===== config.mk =====
export PLATFORM = sky130hd
export DESIGN_NAME = pcm_pwm_core
export DESIGN_NICKNAME = d
export VERILOG_FILES = /design/src/rtl/pcm_pkg.sv /design/src/rtl/pcm_trip_sync.sv /design/src/rtl/pcm_period_timer.sv /design/src/rtl/pcm_ontime_ctrl.sv /design/src/rtl/pcm_pwm_core.sv
export SDC_FILE = /design/constraint.sdc
export NUM_CORES = 1
export LEC_CHECK = 0
export BUFFER_PORTS_ARGS = -buffer_cell sky130_fd_sc_hd__buf_2
export CELL_PAD_IN_SITES_DETAIL_PLACEMENT = 1
export CELL_PAD_IN_SITES_GLOBAL_PLACEMENT = 1
export CORE_ASPECT_RATIO = 1.5
export CORE_MARGIN = 2
export CORE_UTILIZATION = 50
export CTS_CLUSTER_DIAMETER = 50
export DETAILED_ROUTE_END_ITERATION = 10
export MAX_ROUTING_LAYER = met4
export PLACE_DENSITY_LB_ADDON = 0.15
export SYNTH_ARGS = -nofsm -noshare
export SYNTH_HDL_FRONTEND = slang
export SYNTH_HIERARCHICAL = 1
export SYNTH_SLANG_ARGS = --single-unit

===== constraint.sdc =====
create_clock -name clk -period 6.1 [get_ports clk]
set_input_delay 0.915 -clock clk [delete_from_list [all_inputs] [get_ports clk]]
set_output_delay 0.915 -clock clk [all_outputs]
set_load 0.01 [all_outputs]

===== src/rtl/pcm_pkg.sv =====
package pcm_pkg;
  typedef enum logic [1:0] {
    PH_IDLE = 2'd0,
    PH_ON   = 2'd1,
    PH_PEND = 2'd2,
    PH_DONE = 2'd3
  } ph_e;
endpackage


===== src/rtl/pcm_trip_sync.sv =====
module pcm_trip_sync #(
  parameter int STAGES = 2
) (
  input  logic clk,
  input  logic rst_n,
  input  logic trip_i,
  output logic rise_o
);
  logic [STAGES-1:0] sh_q;
  logic              last_q;

  for (genvar g = 0; g < STAGES; g++) begin : g_stage
    if (g == 0) begin : g_first
      always_ff @(posedge clk or negedge rst_n) begin
        if (!rst_n) sh_q[0] <= 1'b0;
        else        sh_q[0] <= trip_i;
      end
    end else begin : g_next
      always_ff @(posedge clk or negedge rst_n) begin
        if (!rst_n) sh_q[g] <= 1'b0;
        else        sh_q[g] <= sh_q[g-1];
      end
    end
  end

  always_ff @(posedge clk or negedge rst_n) begin
    if (!rst_n) last_q <= 1'b0;
    else        last_q <= sh_q[STAGES-1];
  end

  assign rise_o = sh_q[STAGES-1] & ~last_q;

  // a detected rise lasts a single cycle
  a_r4_rise_single: assert property (@(posedge clk) disable iff (!rst_n)
    rise_o |=> !rise_o);
endmodule


===== src/rtl/pcm_period_timer.sv =====
module pcm_period_timer #(
  parameter int CNT_W      = 12,
  parameter int PER_MIN    = 260,
  parameter int PER_MAX    = 800,
  parameter int DUTY_NUM   = 243,
  parameter int DUTY_SHIFT = 8
) (
  input  logic             clk,
  input  logic             rst_n,
  input  logic             en,
  input  logic [CNT_W-1:0] per_i,
  input  logic [CNT_W-1:0] min_i,
  output logic             new_cyc_o,
  output logic [CNT_W-1:0] cnt_o,
  output logic [CNT_W-1:0] min_o,
  output logic [CNT_W-1:0] max_o
);
  localparam int PROD_W = CNT_W + DUTY_SHIFT;
  localparam logic [CNT_W-1:0] PMIN = CNT_W'(PER_MIN);
  localparam logic [CNT_W-1:0] PMAX = CNT_W'(PER_MAX);

  logic              run_q;
  logic [CNT_W-1:0]  cnt_q, per_q, min_q, max_q;
  logic [CNT_W-1:0]  per_c, max_nx, min_nx;
  logic [PROD_W-1:0] prod;

  always_comb begin
    if (per_i < PMIN)      per_c = PMIN;
    else if (per_i > PMAX) per_c = PMAX;
    else                   per_c = per_i;
    prod   = PROD_W'(per_c) * PROD_W'(DUTY_NUM);
    max_nx = prod[PROD_W-1:DUTY_SHIFT];
    min_nx = (min_i > max_nx) ? max_nx : min_i;
  end

  assign new_cyc_o = en && (!run_q || (cnt_q == per_q - CNT_W'(1)));

  always_ff @(posedge clk or negedge rst_n) begin
    if (!rst_n) begin
      run_q <= 1'b0;
      cnt_q <= '0;
      per_q <= PMIN;
      min_q <= '0;
      max_q <= '0;
    end else if (!en) begin
      run_q <= 1'b0;
      cnt_q <= '0;
    end else if (new_cyc_o) begin
      run_q <= 1'b1;
      cnt_q <= '0;
      per_q <= per_c;
      min_q <= min_nx;
      max_q <= max_nx;
    end else begin
      cnt_q <= cnt_q + CNT_W'(1);
    end
  end

  assign cnt_o = cnt_q;
  assign min_o = min_q;
  assign max_o = max_q;

  // the counter never runs past the period in force
  a_r1_cnt_in_period: assert property (@(posedge clk) disable iff (!rst_n)
    run_q |-> (cnt_q < per_q));
  // the period in force is within the allowed range
  a_r2_period_range: assert property (@(posedge clk) disable iff (!rst_n)
    run_q |-> (per_q >= PMIN && per_q <= PMAX));
  // sampled limits hold steady inside a period
  a_r3_limits_hold: assert property (@(posedge clk) disable iff (!rst_n)
    (run_q && en && !new_cyc_o) |=> ($stable(min_q) && $stable(max_q) && $stable(per_q)));
  // the minimum never exceeds the ceiling
  a_r5_min_le_max: assert property (@(posedge clk) disable iff (!rst_n)
    run_q |-> (min_q <= max_q));
endmodule


===== src/rtl/pcm_ontime_ctrl.sv =====
module pcm_ontime_ctrl
  import pcm_pkg::*;
#(
  parameter int CNT_W = 12
) (
  input  logic             clk,
  input  logic             rst_n,
  input  logic             en,
  input  logic             new_cyc_i,
  input  logic [CNT_W-1:0] cnt_i,
  input  logic [CNT_W-1:0] min_i,
  input  logic [CNT_W-1:0] max_i,
  input  logic             trip_rise_i,
  output logic             top_on_o,
  output logic             start_o,
  output logic             trip_o
);
  ph_e          ph_q, ph_d;
  logic         top_q, top_d, start_q, start_d, trip_q, trip_d;
  logic [CNT_W:0] cnt_nx, min_x, max_x;

  assign cnt_nx = {1'b0, cnt_i} + (CNT_W+1)'(1);
  assign min_x  = {1'b0, min_i};
  assign max_x  = {1'b0, max_i};

  always_comb begin
    ph_d    = ph_q;
    top_d   = top_q;
    start_d = 1'b0;
    trip_d  = 1'b0;
    if (!en) begin
      ph_d  = PH_IDLE;
      top_d = 1'b0;
    end else if (new_cyc_i) begin
      ph_d    = PH_ON;
      top_d   = 1'b1;
      start_d = 1'b1;
    end else begin
      unique case (ph_q)
        PH_ON: begin
          if (trip_rise_i) begin
            if (cnt_nx >= min_x) begin
              top_d  = 1'b0;
              trip_d = 1'b1;
              ph_d   = PH_DONE;
            end else begin
              ph_d = PH_PEND;
            end
          end else if (cnt_nx >= max_x) begin
            top_d = 1'b0;
            ph_d  = PH_DONE;
          end
        end
        PH_PEND: begin
          if (cnt_nx >= min_x || cnt_nx >= max_x) begin
            top_d  = 1'b0;
            trip_d = 1'b1;
            ph_d   = PH_DONE;
          end
        end
        default: begin
          top_d = 1'b0;
        end
      endcase
    end
  end

  always_ff @(posedge clk or negedge rst_n) begin
    if (!rst_n) begin
      ph_q    <= PH_IDLE;
      top_q   <= 1'b0;
      start_q <= 1'b0;
      trip_q  <= 1'b0;
    end else begin
      ph_q    <= ph_d;
      top_q   <= top_d;
      start_q <= start_d;
      trip_q  <= trip_d;
    end
  end

  assign top_on_o = top_q;
  assign start_o  = start_q;
  assign trip_o   = trip_q;

  // a period start always comes with the switch on
  a_r1_start_with_top: assert property (@(posedge clk) disable iff (!rst_n)
    start_o |-> top_on_o);
  // accepted trip coincides with the falling command
  a_r8_trip_on_fall: assert property (@(posedge clk) disable iff (!rst_n)
    trip_o |-> (!top_on_o && $past(top_on_o)));
  // strobes never overlap
  a_r8_strobes_apart: assert property (@(posedge clk) disable iff (!rst_n)
    $onehot0({start_o, trip_o}));
  // disable forces everything low on the next edge
  a_r9_disable_low: assert property (@(posedge clk) disable iff (!rst_n)
    !en |=> (!top_on_o && !start_o && !trip_o));
  // every turn-off while enabled falls inside the on-time window
  a_r5_on_window: assert property (@(posedge clk) disable iff (!rst_n)
    (en && $past(en) && $fell(top_on_o)) |-> (cnt_i >= min_i && cnt_i <= max_i));
  // once off, the command stays off until a new period
  a_r7_stay_low: assert property (@(posedge clk) disable iff (!rst_n)
    (ph_q == PH_DONE && en && !new_cyc_i) |=> !top_on_o);
endmodule


===== src/rtl/pcm_pwm_core.sv =====
module pcm_pwm_core #(
  parameter int CNT_W       = 12,
  parameter int PER_MIN     = 260,
  parameter int PER_MAX     = 800,
  parameter int DUTY_NUM    = 243,
  parameter int DUTY_SHIFT  = 8,
  parameter int SYNC_STAGES = 2
) (
  input  logic             clk,
  input  logic             rst_n,
  input  logic             en,
  input  logic [CNT_W-1:0] period_ticks,
  input  logic [CNT_W-1:0] min_on_ticks,
  input  logic             trip_in,
  output logic             top_on,
  output logic             cyc_start,
  output logic             trip_ack
);
  logic             new_cyc, trip_rise;
  logic [CNT_W-1:0] cnt, min_lim, max_lim;

  pcm_trip_sync #(.STAGES(SYNC_STAGES)) u_sync (
    .clk    (clk),
    .rst_n  (rst_n),
    .trip_i (trip_in),
    .rise_o (trip_rise)
  );

  pcm_period_timer #(
    .CNT_W(CNT_W), .PER_MIN(PER_MIN), .PER_MAX(PER_MAX),
    .DUTY_NUM(DUTY_NUM), .DUTY_SHIFT(DUTY_SHIFT)
  ) u_timer (
    .clk       (clk),
    .rst_n     (rst_n),
    .en        (en),
    .per_i     (period_ticks),
    .min_i     (min_on_ticks),
    .new_cyc_o (new_cyc),
    .cnt_o     (cnt),
    .min_o     (min_lim),
    .max_o     (max_lim)
  );

  pcm_ontime_ctrl #(.CNT_W(CNT_W)) u_ctrl (
    .clk         (clk),
    .rst_n       (rst_n),
    .en          (en),
    .new_cyc_i   (new_cyc),
    .cnt_i       (cnt),
    .min_i       (min_lim),
    .max_i       (max_lim),
    .trip_rise_i (trip_rise),
    .top_on_o    (top_on),
    .start_o     (cyc_start),
    .trip_o      (trip_ack)
  );
endmodule


==> impl_metrics.tcl <==
set metrics [dict create \
    outcome "complete, but fails checks" \
    violations "negative setup slack" \
    drive_above_1_share_pct 34.54 \
    synth_cell_types 67 \
    ant_nets 0 \
    first_iter_violations 584 \
    r2r_setup_slack_ns 1.68 \
    cts_tree "yes" \
    root_buffer "clkbuf_16" \
    grt_pass1_wl_um 37630 \
    peakVddDrop_v 0.0003560 \
    die_h_um 138.6 \
    antenna_found_initial 0 \
    place.gp.congestion 0.8526 \
    stdcell_count 985 \
    clock_path_buffers 2 \
    vias_per_cell 6.651 \
    min_period_ns 7.912 \
    reg2reg_to "u_ctrl/ph_q[0]" \
    finalNetCount 976 \
    wl_met2_um 14870 \
    yosysTopAreaCell "dfrtp_1" \
    routed_wl_um 29420 \
    end_kind "flop" \
    synthFlopType "dfrtp_1" \
    wl_met1_um 9424 \
    drv_slew 0 \
    hp-class "reg2reg" \
    die_w_um 93.70 \
    clk_pin_slew_ns 0.06 \
    met3_wirelength_um 1853 \
    row_count 49 \
    yosysSeqAreaShare_pct 23.68 \
    io_buffers 30 \
    synth.avg_cell_area_sq_um 9.020 \
    top_layer_used "met4" \
    ys_seq_elements 57 \
    netlist_instances 669 \
    grt_start_max_net_pins 59 \
    place_inst 945 \
    dp.final_hpwl_um 15050 \
    slew_headroom_pct 50.34 \
    clk-insertion-delay-late_ns 0.33 \
    track_usage_pct 39.05 \
    worstPathArrival_ns 8.13 \
    hold_violations 0 \
    synth-edff-count 0 \
    cts_htree_levels 3 \
    yosysWarnings 6 \
    setup_viol 24 \
    reg2regPathDepth 13 \
    rsz0062_at_grt "true" \
    cp_max_fo 5 \
    critPathKind "in2reg" \
    fmax_mhz 126.4 \
    critPathMaxStageDelay_ns 0.63 \
    synth_top_area_share_pct 22.81 \
    yosysMostFrequentCell "inv_1" \
    finalWorstSetupSlack_ns -1.812 \
    start_util_pct 50.74 \
    ios 31 \
    startpoint "period_ticks[4]" \
    post-route-period-util_pct 129.7 \
    vias 6551 \
    power_uw 4227 \
    finalClockSkew_ns 0.01110 \
    synth_area_leaders "dfrtp_1 (23%), ha_1 (18%), fa_1 (12%)" \
    netlist_top_cells_count "inv_1 (109), ha_1 (87), nand2_1 (58)" \
    start_kind "primary input" \
    reg2reg_from "u_timer/per_q[0]" \
    drcViolationCount 0 \
    crit_path_top_delay_cell "fa_2" \
    synth_area_sq_um 6035 \
    maxCapViolCount 0 \
    cp-endpoint "u_timer/min_o[8]" \
    worst_pin_slew_ns 0.7433 \
    grt_pass1_vias 6890 \
    p_leak_uw 0.004153 \
    grt_overflow 0 \
    worst-endpoint-required_ns 6.32 \
    power.density_nw_per_um2 516.9 \
    first_pass_iters 7 \
    crit_top_cell "inv_2" \
    async_flop_share_pct 100.0 \
    detail_route.wl_per_cell_um 29.87 \
    synthToLayoutAreaGrowth_pct 35.52 \
    numCtsBuffers 9 \
    cts_sinks 57 \
    die_area_sq_um 12980 \
    fin_setup_tns_ns -23.76 \
    core_sq_um 11890 \
]
## worst max-delay path: cells and delay by family
| family | cells | cell delay (ns) |
|---|---|---|
| buf+inv | 8 | 0.89 |
| compound gates | 9 | 2.25 |
| fa+ha+maj | 6 | 2.58 |
| mux | 1 | 0.27 |
| simple gates | 6 | 1.21 |
## kinds of logic (layout without fill, tap and decap cells)
logic type	after synthesis	after routing	synth area share (%)
adder cells (fa/ha/maj)	122	122	29.65
flip-flops	57	57	23.68
buffers and inverters	120	271	7.775
AO/OA/AOI/OAI	126	126	14.41
multiplexers	14	14	2.467
other	2	14	0.1245
AND/OR/NAND/NOR	189	189	16.24
XOR/XNOR	39	39	5.660
## per-layer routing
layer  vias up  track usage (%)
met5         -                -
met4         0            22.35
met3       280            5.326
met2       495            71.05
met1      3180            38.65
li1       2596                -
## where the power goes
group | internal [uW] | switching, uW | leakage, uW | total (uW)
clock | 295 | 180 | 0.000139 | 475
sequential | 500 | 151 | 0.000729 | 652
combinational | 1370 | 1730 | 0.00328 | 3100
total | 2170 | 2060 | 0.00415 | 4230
## cell usage in the layout, fill, tap and decap left out, types with 4 or more instances in the layout
cell type	instances
o211ai_1	4
buf_2	29
nor4_1	4
nand3_1	14
and2_1	4
nor3b_1	4
and4_1	5
xor2_1	13
a21oi_1	15
a211oi_1	4
inv_2	20
fa_1	30
dfrtp_1	55
fa_2	5
a21oi_2	4
and3_1	12
o21ai_2	4
inv_1	86
o21ai_1	18
nor3_1	6
mux2i_2	4
conb_1	13
nor2_1	28
clkbuf_16	9
mux2_2	4
buf_4	103
a21o_1	10
ha_4	10
nand4_1	8
nand2_1	52
buf_6	13
or2_4	4
and3_4	5
o21ai_0	13
nand2b_1	6
ha_1	77
xnor2_1	23
## repair_timing
item | in CTS | in global routing
buffers inserted | 18 | 7
pin swaps | 45 | 26
gates resized for setup | 67 | 49
hold buffers | 0 | 0
endpoints found under the setup margin | 20 | 23
gates cloned | 0 | 1
## per-stage QoR
| stage | instance area (sq um) | hold slack (ns) | setup WS, ns | util [%] |
|---|---|---|---|---|
| after floorplan | 6285 | 0.3312 | -1.005 | - |
| after global placement | 7253 | 0.3622 | -1.424 | 60.98 |
| after detailed placement | 7253 | 0.3530 | -1.789 | 60.98 |
| after CTS | 7925 | 0.3645 | -1.178 | 66.63 |
| after global routing | 8175 | 0.3764 | -1.919 | 68.74 |
| final | 8178 | 0.3629 | -1.812 | 68.76 |
## state kept, by name, summed over array words and instances, names as in the netlist
name	count
u_timer/cnt_o	12
u_ctrl/top_on_o	1
u_sync/sh_q	2
u_timer/min_o	12
u_sync/last_q	1
u_ctrl/ph_q	2
u_timer/per_q	12
u_timer/max_o	12
u_ctrl/start_o	1
u_ctrl/trip_o	1
u_timer/run_q	1
## area by class of cell
class / instances / area [sq um]
timing repair buffer: 145 / 1065
fill: 1308 / 3716
clock buffer: 13 / 260.3
sequential: 57 / 1429
inverter: 110 / 420.4
multi-input combinational: 503 / 4795
antenna: 1 / 2.502
tap: 153 / 191.4
clock inverter: 3 / 15.01
## worst min-delay path by stage
stage | start | end | slack (ns) | cells past startpoint
floorplan | u_sync/sh_q[0] | u_sync/sh_q[1] | 0.33 | 0
global placement | u_sync/sh_q[0] | u_sync/sh_q[1] | 0.36 | 0
detailed placement | u_sync/sh_q[0] | u_sync/sh_q[1] | 0.35 | 0
CTS | u_sync/sh_q[0] | u_sync/sh_q[1] | 0.36 | 0
global route | u_sync/sh_q[0] | u_sync/sh_q[1] | 0.38 | 0
finish | u_sync/sh_q[0] | u_sync/sh_q[1] | 0.36 | 0
Note: power is estimated with default switching activity, not from simulation.
